## config.mk

```make
export PLATFORM = sky130hd
export DESIGN_NAME = legacy_alu
export DESIGN_NICKNAME = d
export VERILOG_FILES = /design/src/rtl/legacy_alu_pkg.sv /design/src/rtl/lx_sign_unit.sv /design/src/rtl/lx_doz.sv /design/src/rtl/lx_mul_split.sv /design/src/rtl/legacy_alu.sv
export SDC_FILE = /design/constraint.sdc
export NUM_CORES = 2
export LEC_CHECK = 0
export BUFFER_PORTS_ARGS = -buffer_cell sky130_fd_sc_hd__clkbuf_2
export CAP_MARGIN = 40
export CORE_UTILIZATION = 30
export DETAILED_ROUTE_END_ITERATION = 6
export GPL_ROUTABILITY_DRIVEN = 1
export PLACE_DENSITY = 0.47
export SYNTH_ARGS = -nofsm -noshare
export SYNTH_HDL_FRONTEND = slang
export SYNTH_SLANG_ARGS = --single-unit
```

## constraint.sdc

```tcl
create_clock -name clk -period 15.8 [get_ports clk]
set_clock_uncertainty 0.05 [all_clocks]
set_input_delay 1.58 -clock clk [delete_from_list [all_inputs] [get_ports clk]]
set_output_delay 1.58 -clock clk [all_outputs]
set_load 0.02 [all_outputs]
```

## src/rtl/legacy_alu_pkg.sv

```systemverilog
`timescale 1ns/1ps
package legacy_alu_pkg;
  localparam int OP_W = 3;
  localparam logic [OP_W-1:0] OP_ABS      = 3'd0;
  localparam logic [OP_W-1:0] OP_NABS     = 3'd1;
  localparam logic [OP_W-1:0] OP_NABS_CLR = 3'd2;
  localparam logic [OP_W-1:0] OP_DOZ      = 3'd3;
  localparam logic [OP_W-1:0] OP_MASKINS  = 3'd4;
  localparam logic [OP_W-1:0] OP_MULSPLIT = 3'd5;

  typedef enum logic [1:0] {
    FLAG_KEEP  = 2'd0,
    FLAG_LOAD  = 2'd1,
    FLAG_CLEAR = 2'd2
  } flag_act_e;
endpackage

```

## src/rtl/lx_sign_unit.sv

```systemverilog
`timescale 1ns/1ps
module lx_sign_unit #(
  parameter int W   = 32,
  parameter bit NEG = 1'b0
) (
  input  logic [W-1:0] a,
  output logic [W-1:0] res,
  output logic         sat
);
  localparam logic [W-1:0] MOST_NEG = {1'b1, {(W-1){1'b0}}};
  localparam logic [W-1:0] MOST_POS = {1'b0, {(W-1){1'b1}}};

  logic [W-1:0] negated;
  assign negated = ~a + {{(W-1){1'b0}}, 1'b1};

  generate
    if (NEG) begin : g_nabs
      always_comb begin
        sat = 1'b0;
        if (!a[W-1] && (a != '0)) res = negated;
        else                      res = a;
      end
    end else begin : g_abs
      always_comb begin
        sat = 1'b0;
        if (a == MOST_NEG) begin
          res = MOST_POS;
          sat = 1'b1;
        end else if (a[W-1]) begin
          res = negated;
        end else begin
          res = a;
        end
      end
    end
  endgenerate
endmodule

```

## src/rtl/lx_doz.sv

```systemverilog
`timescale 1ns/1ps
module lx_doz #(
  parameter int W = 32
) (
  input  logic [W-1:0] a,
  input  logic [W-1:0] b,
  output logic [W-1:0] res,
  output logic         ovf
);
  logic         b_above;
  logic [W-1:0] diff;

  assign b_above = $signed(b) > $signed(a);
  assign diff    = b - a;
  assign res     = b_above ? diff : '0;
  assign ovf     = b_above & diff[W-1];
endmodule

```

## src/rtl/lx_mul_split.sv

```systemverilog
`timescale 1ns/1ps
module lx_mul_split #(
  parameter int W = 32
) (
  input  logic [W-1:0] a,
  input  logic [W-1:0] b,
  output logic [W-1:0] hi,
  output logic [W-1:0] lo
);
  localparam int PW = 2 * W;
  logic [PW-1:0] prod;

  assign prod = {{W{1'b0}}, a} * {{W{1'b0}}, b};
  assign hi   = prod[PW-1:W];
  assign lo   = prod[W-1:0];
endmodule

```

## src/rtl/legacy_alu.sv

```systemverilog
`timescale 1ns/1ps
module legacy_alu
  import legacy_alu_pkg::*;
#(
  parameter int W = 32
) (
  input  logic            clk,
  input  logic            rst_n,
  input  logic            in_valid,
  output logic            in_ready,
  input  logic [OP_W-1:0] in_op,
  input  logic [W-1:0]    in_a,
  input  logic [W-1:0]    in_b,
  input  logic [W-1:0]    in_m,
  output logic            out_valid,
  input  logic            out_ready,
  output logic [W-1:0]    out_result,
  output logic            out_ovf,
  output logic [W-1:0]    mq_value
);
  localparam int NSIGN = 2;

  logic [W-1:0] sign_res [NSIGN];
  logic         sign_sat [NSIGN];

  genvar gi;
  generate
    for (gi = 0; gi < NSIGN; gi++) begin : g_sign
      lx_sign_unit #(.W(W), .NEG(gi == 1)) u_sign (
        .a   (in_a),
        .res (sign_res[gi]),
        .sat (sign_sat[gi])
      );
    end
  endgenerate

  logic [W-1:0] doz_res;
  logic         doz_ovf;
  lx_doz #(.W(W)) u_doz (
    .a   (in_a),
    .b   (in_b),
    .res (doz_res),
    .ovf (doz_ovf)
  );

  logic [W-1:0] mul_hi, mul_lo;
  lx_mul_split #(.W(W)) u_mul (
    .a  (in_a),
    .b  (in_b),
    .hi (mul_hi),
    .lo (mul_lo)
  );

  logic [W-1:0] nxt_result;
  logic         nxt_flag;
  flag_act_e    flag_act;
  logic         mq_load;

  always_comb begin
    nxt_result = '0;
    nxt_flag   = 1'b0;
    flag_act   = FLAG_KEEP;
    mq_load    = 1'b0;
    case (in_op)
      OP_ABS: begin
        nxt_result = sign_res[0];
        nxt_flag   = sign_sat[0];
        flag_act   = FLAG_LOAD;
      end
      OP_NABS:     nxt_result = sign_res[1];
      OP_NABS_CLR: begin
        nxt_result = sign_res[1];
        flag_act   = FLAG_CLEAR;
      end
      OP_DOZ: begin
        nxt_result = doz_res;
        nxt_flag   = doz_ovf;
        flag_act   = FLAG_LOAD;
      end
      OP_MASKINS:  nxt_result = (in_a & ~in_m) | (in_b & in_m);
      OP_MULSPLIT: begin
        nxt_result = mul_lo;
        mq_load    = 1'b1;
      end
      default:     nxt_result = '0;
    endcase
  end

  logic accept;
  assign in_ready = !out_valid || out_ready;
  assign accept   = in_valid && in_ready;

  always_ff @(posedge clk) begin
    if (!rst_n) begin
      out_valid  <= 1'b0;
      out_result <= '0;
      out_ovf    <= 1'b0;
      mq_value   <= '0;
    end else if (accept) begin
      out_valid  <= 1'b1;
      out_result <= nxt_result;
      if (mq_load) mq_value <= mul_hi;
      case (flag_act)
        FLAG_LOAD:  out_ovf <= nxt_flag;
        FLAG_CLEAR: out_ovf <= 1'b0;
        default:    out_ovf <= out_ovf;
      endcase
    end else if (out_ready) begin
      out_valid <= 1'b0;
    end
  end
endmodule

```

==> metrics.md <==
| Metric | Value |
|---|---|
| Status | `complete, but fails checks` |
| Failing checks | `DRC` |
| Synth Cell Area | `0.0404 mm²` |
| Number of global-route vias before repair | `approximately 35000` |
| Clk_lat worst skew | `~0.36 ns` |
| Post-CTS resize count | `0` |
| Synth warn | `0` |
| GPL Wtd Cong | `approximately 0.92` |
| Via-to-Cell Ratio | `4.98` |
| Drt first pass iters | `7` |
| Fillcell total | `about 14000` |
| Core ar. | `approximately 0.13 mm²` |
| GRT overflow | `0` |
| IO Pins | `170` |
| Post-synth ARST share | `0%` |
| Crit path required time | `approximately 16 ns` |
| Largest net degree at the start of global routing | `41` |
| TritonCTS buffer count | `9` |
| Area grow syn2layout | `7.39%` |
| Slowest stage delay, CP | `approximately 0.67 ns` |
| CP max stage cell | `o41ai_1` |
| CP most frequent cell | `fa_1` |
| CTS HTree Levels | `3` |
| Yosys top cell by area | `fa_1` |
| Nets | `6030` |
| Root Buffer | `clkbuf_16` |
| Antenna violations before repair | `3` |
| Post-synthesis cell type count | `between 80 and 90` |
| CTS clk-pin slew, worst paths | `around 0.07 ns` |
| Tcrit/Tclk final | `just under 60%` |
| Arrival @ worst endpoint | `between 9 and 10 ns` |
| First-pass GRT wire length | `~210000 µm` |
| Die span in x | `369 µm` |
| Crit Path Class | `input port to flop` |
| Top_reg_cell synth | `dfxtp_1` |
| Ratio of cells with drive above 1 in the final layout | `under 10%` |
| #FFs+latches synth | `66` |
| Deepest clock path buffer count | `2` |
| Worst setup SP type | `input port` |
| Mapped Cells | `about 4700` |
| Post-CTS setup buffer count | `0` |
| Synth top cells by count | `inv_1, fa_1, nand2_1, and2_1, ha_1` |
| First DRT Iteration DRCs | `1853` |
| Final setup fails | `0` |
| CTS Hold Bufs | `0` |
| Most common cell in the netlist | `inv_1` |
| Final core occ | `~32%` |
| DP Wirelength | `approximately 100000 µm` |
| Final Hold Vio Count | `0` |
| Clock sinks | `66` |
| Die H | `between 300 and 400 µm` |
| Die area | `0.136 mm²` |
| Sequential area share after synthesis | `3.27%` |
| Slew headroom | `between 30% and 40%` |
| Routed wire per std cell | `~21 µm` |
| Routed WL | `134000 µm` |
| HP Class | `flop to flop` |
| DRT antenna net count | `0` |
| Crit-path cells | `clkbuf_2, and2_1, fa_1, inv_1, fa_1, fa_1, fa_1, inv_1, fa_1, fa_1, fa_1, fa_1, ha_1, a21oi_1, o211ai_1, a21oi_1, o41ai_1, or2_1, a31oi_1, a311oi_1, or4_1, a31oi_1` |
| CTS tree | `done` |
| Setup TNS | `0 ns` |
| Largest cells by area after synthesis | `fa_1, ha_1, inv_1` |
| Yosys top cell area share | `44.4%` |
| CP endpoint kind | `flop` |
| Num rows | `around 130` |
| Number of synthesized flops with an enable pin | `0` |
| RSZ-0062 raised after global routing | `false` |
| Count of pins over their slew limit | `0` |
| I/O Buffers | `169` |
| Slew @ Worst Pin | `between 0.9 and 1 ns` |
| Final min period | `approximately 9.3 ns` |
| Achievable Freq | `around 0.11 GHz` |
| DRC | `8` |
| Number of max-cap violations | `0` |
| Syn Nets | `approximately 6100` |
| Max FO, Critical Path | `34` |
| Initial Util | `between 30% and 40%` |
| GRT Overall Usage | `about a fifth` |
| Synth Area per Inst | `approximately 8.5 µm²` |
| Via count | `about 32000` |
## through the flow
step | hold WS [ns] | setup WS (ns) | area (µm²) | std cells
2_1_floorplan | 0.475 | 6.77 | 40400 | 4747
3_3_place_gp | 0.392 | 6.05 | 42800 | 6444
3_5_place_dp | 0.400 | 6.17 | 43100 | 6457
4_1_cts | 0.410 | 6.53 | 43400 | 6473
5_1_grt | 0.427 | 6.15 | 43400 | 6473
6_report | 0.408 | 6.54 | 43400 | 6474
## sequential cells by signal (all words and copies together) (netlist names)
signal,count
mq_value,32
out_ovf,1
out_valid,1
out_result,32
## logic make-up after synthesis
family	after synthesis	share of synthesized area, %
buf+inv	1255	11.8
flops	66	3.27
fa+ha+maj	1227	54.6
mux	27	0.669
simple gates	1507	18.5
xor+xnor	100	2.17
compound gates	565	9.03
## per-layer routing
layer | vias to the layer above | GRT usage [%] | part of all wire, %
met4 | 0 | 3.87 | 2.0
met1 | 17000 | 26.2 | 43
met2 | 718 | 36.1 | 51
met5 | - | 0 | 0
met3 | 121 | 1.72 | 3.8
li1 | 14400 | - | -
## final cells by class
cell class	instances	area, µm²	area share, %
Multi-Input combinational cell	3426	34400	79.2
Inverter	945	3550	8.17
Tap cell	1768	2210	5.10
Timing Repair Buffer	252	1640	3.77
Sequential cell	66	1320	3.04
Clock buffer	9	225	0.519
Clock inverter	7	101	0.233
Antenna cell	1	2.50	0.00577
## critical path: cells and delay by family
family / cells / cell delay (ns)
buffers and inverters: 3 / 0.61
adder cells (fa/ha/maj): 9 / 4.43
AO/OA/AOI/OAI: 7 / 1.96
AND/OR/NAND/NOR: 3 / 0.81
## cell usage in the layout (no fill, tap or decap), types with 26 or more instances in the layout
cell type	n
inv_1	944
fa_1	897
nand2_1	691
and2_1	486
ha_1	330
clkbuf_2	169
a21oi_1	164
o21ai_0	109
nor2_1	108
xnor2_1	74
buf_4	70
dfxtp_1	66
nand3_1	51
a21o_1	38
nand4_1	34
o211ai_1	31
nor3_1	28
mux2i_1	27
xor2_1	26
## final timing paths
check / startpoint / end / slack (ns) / depth (start not counted)
max: in_b[4] / mq_value[31] / 6.54 / 22
min: out_result[6] / out_result[6] / 0.41 / 2
max reg2reg: out_valid / out_result[25] / 13.53 / 7
min reg2reg: out_result[6] / out_result[6] / 0.41 / 2
Power is left out: the tool's default activity adds up to more than one toggle a clock period on the data nets, which glitch-free logic cannot reach.
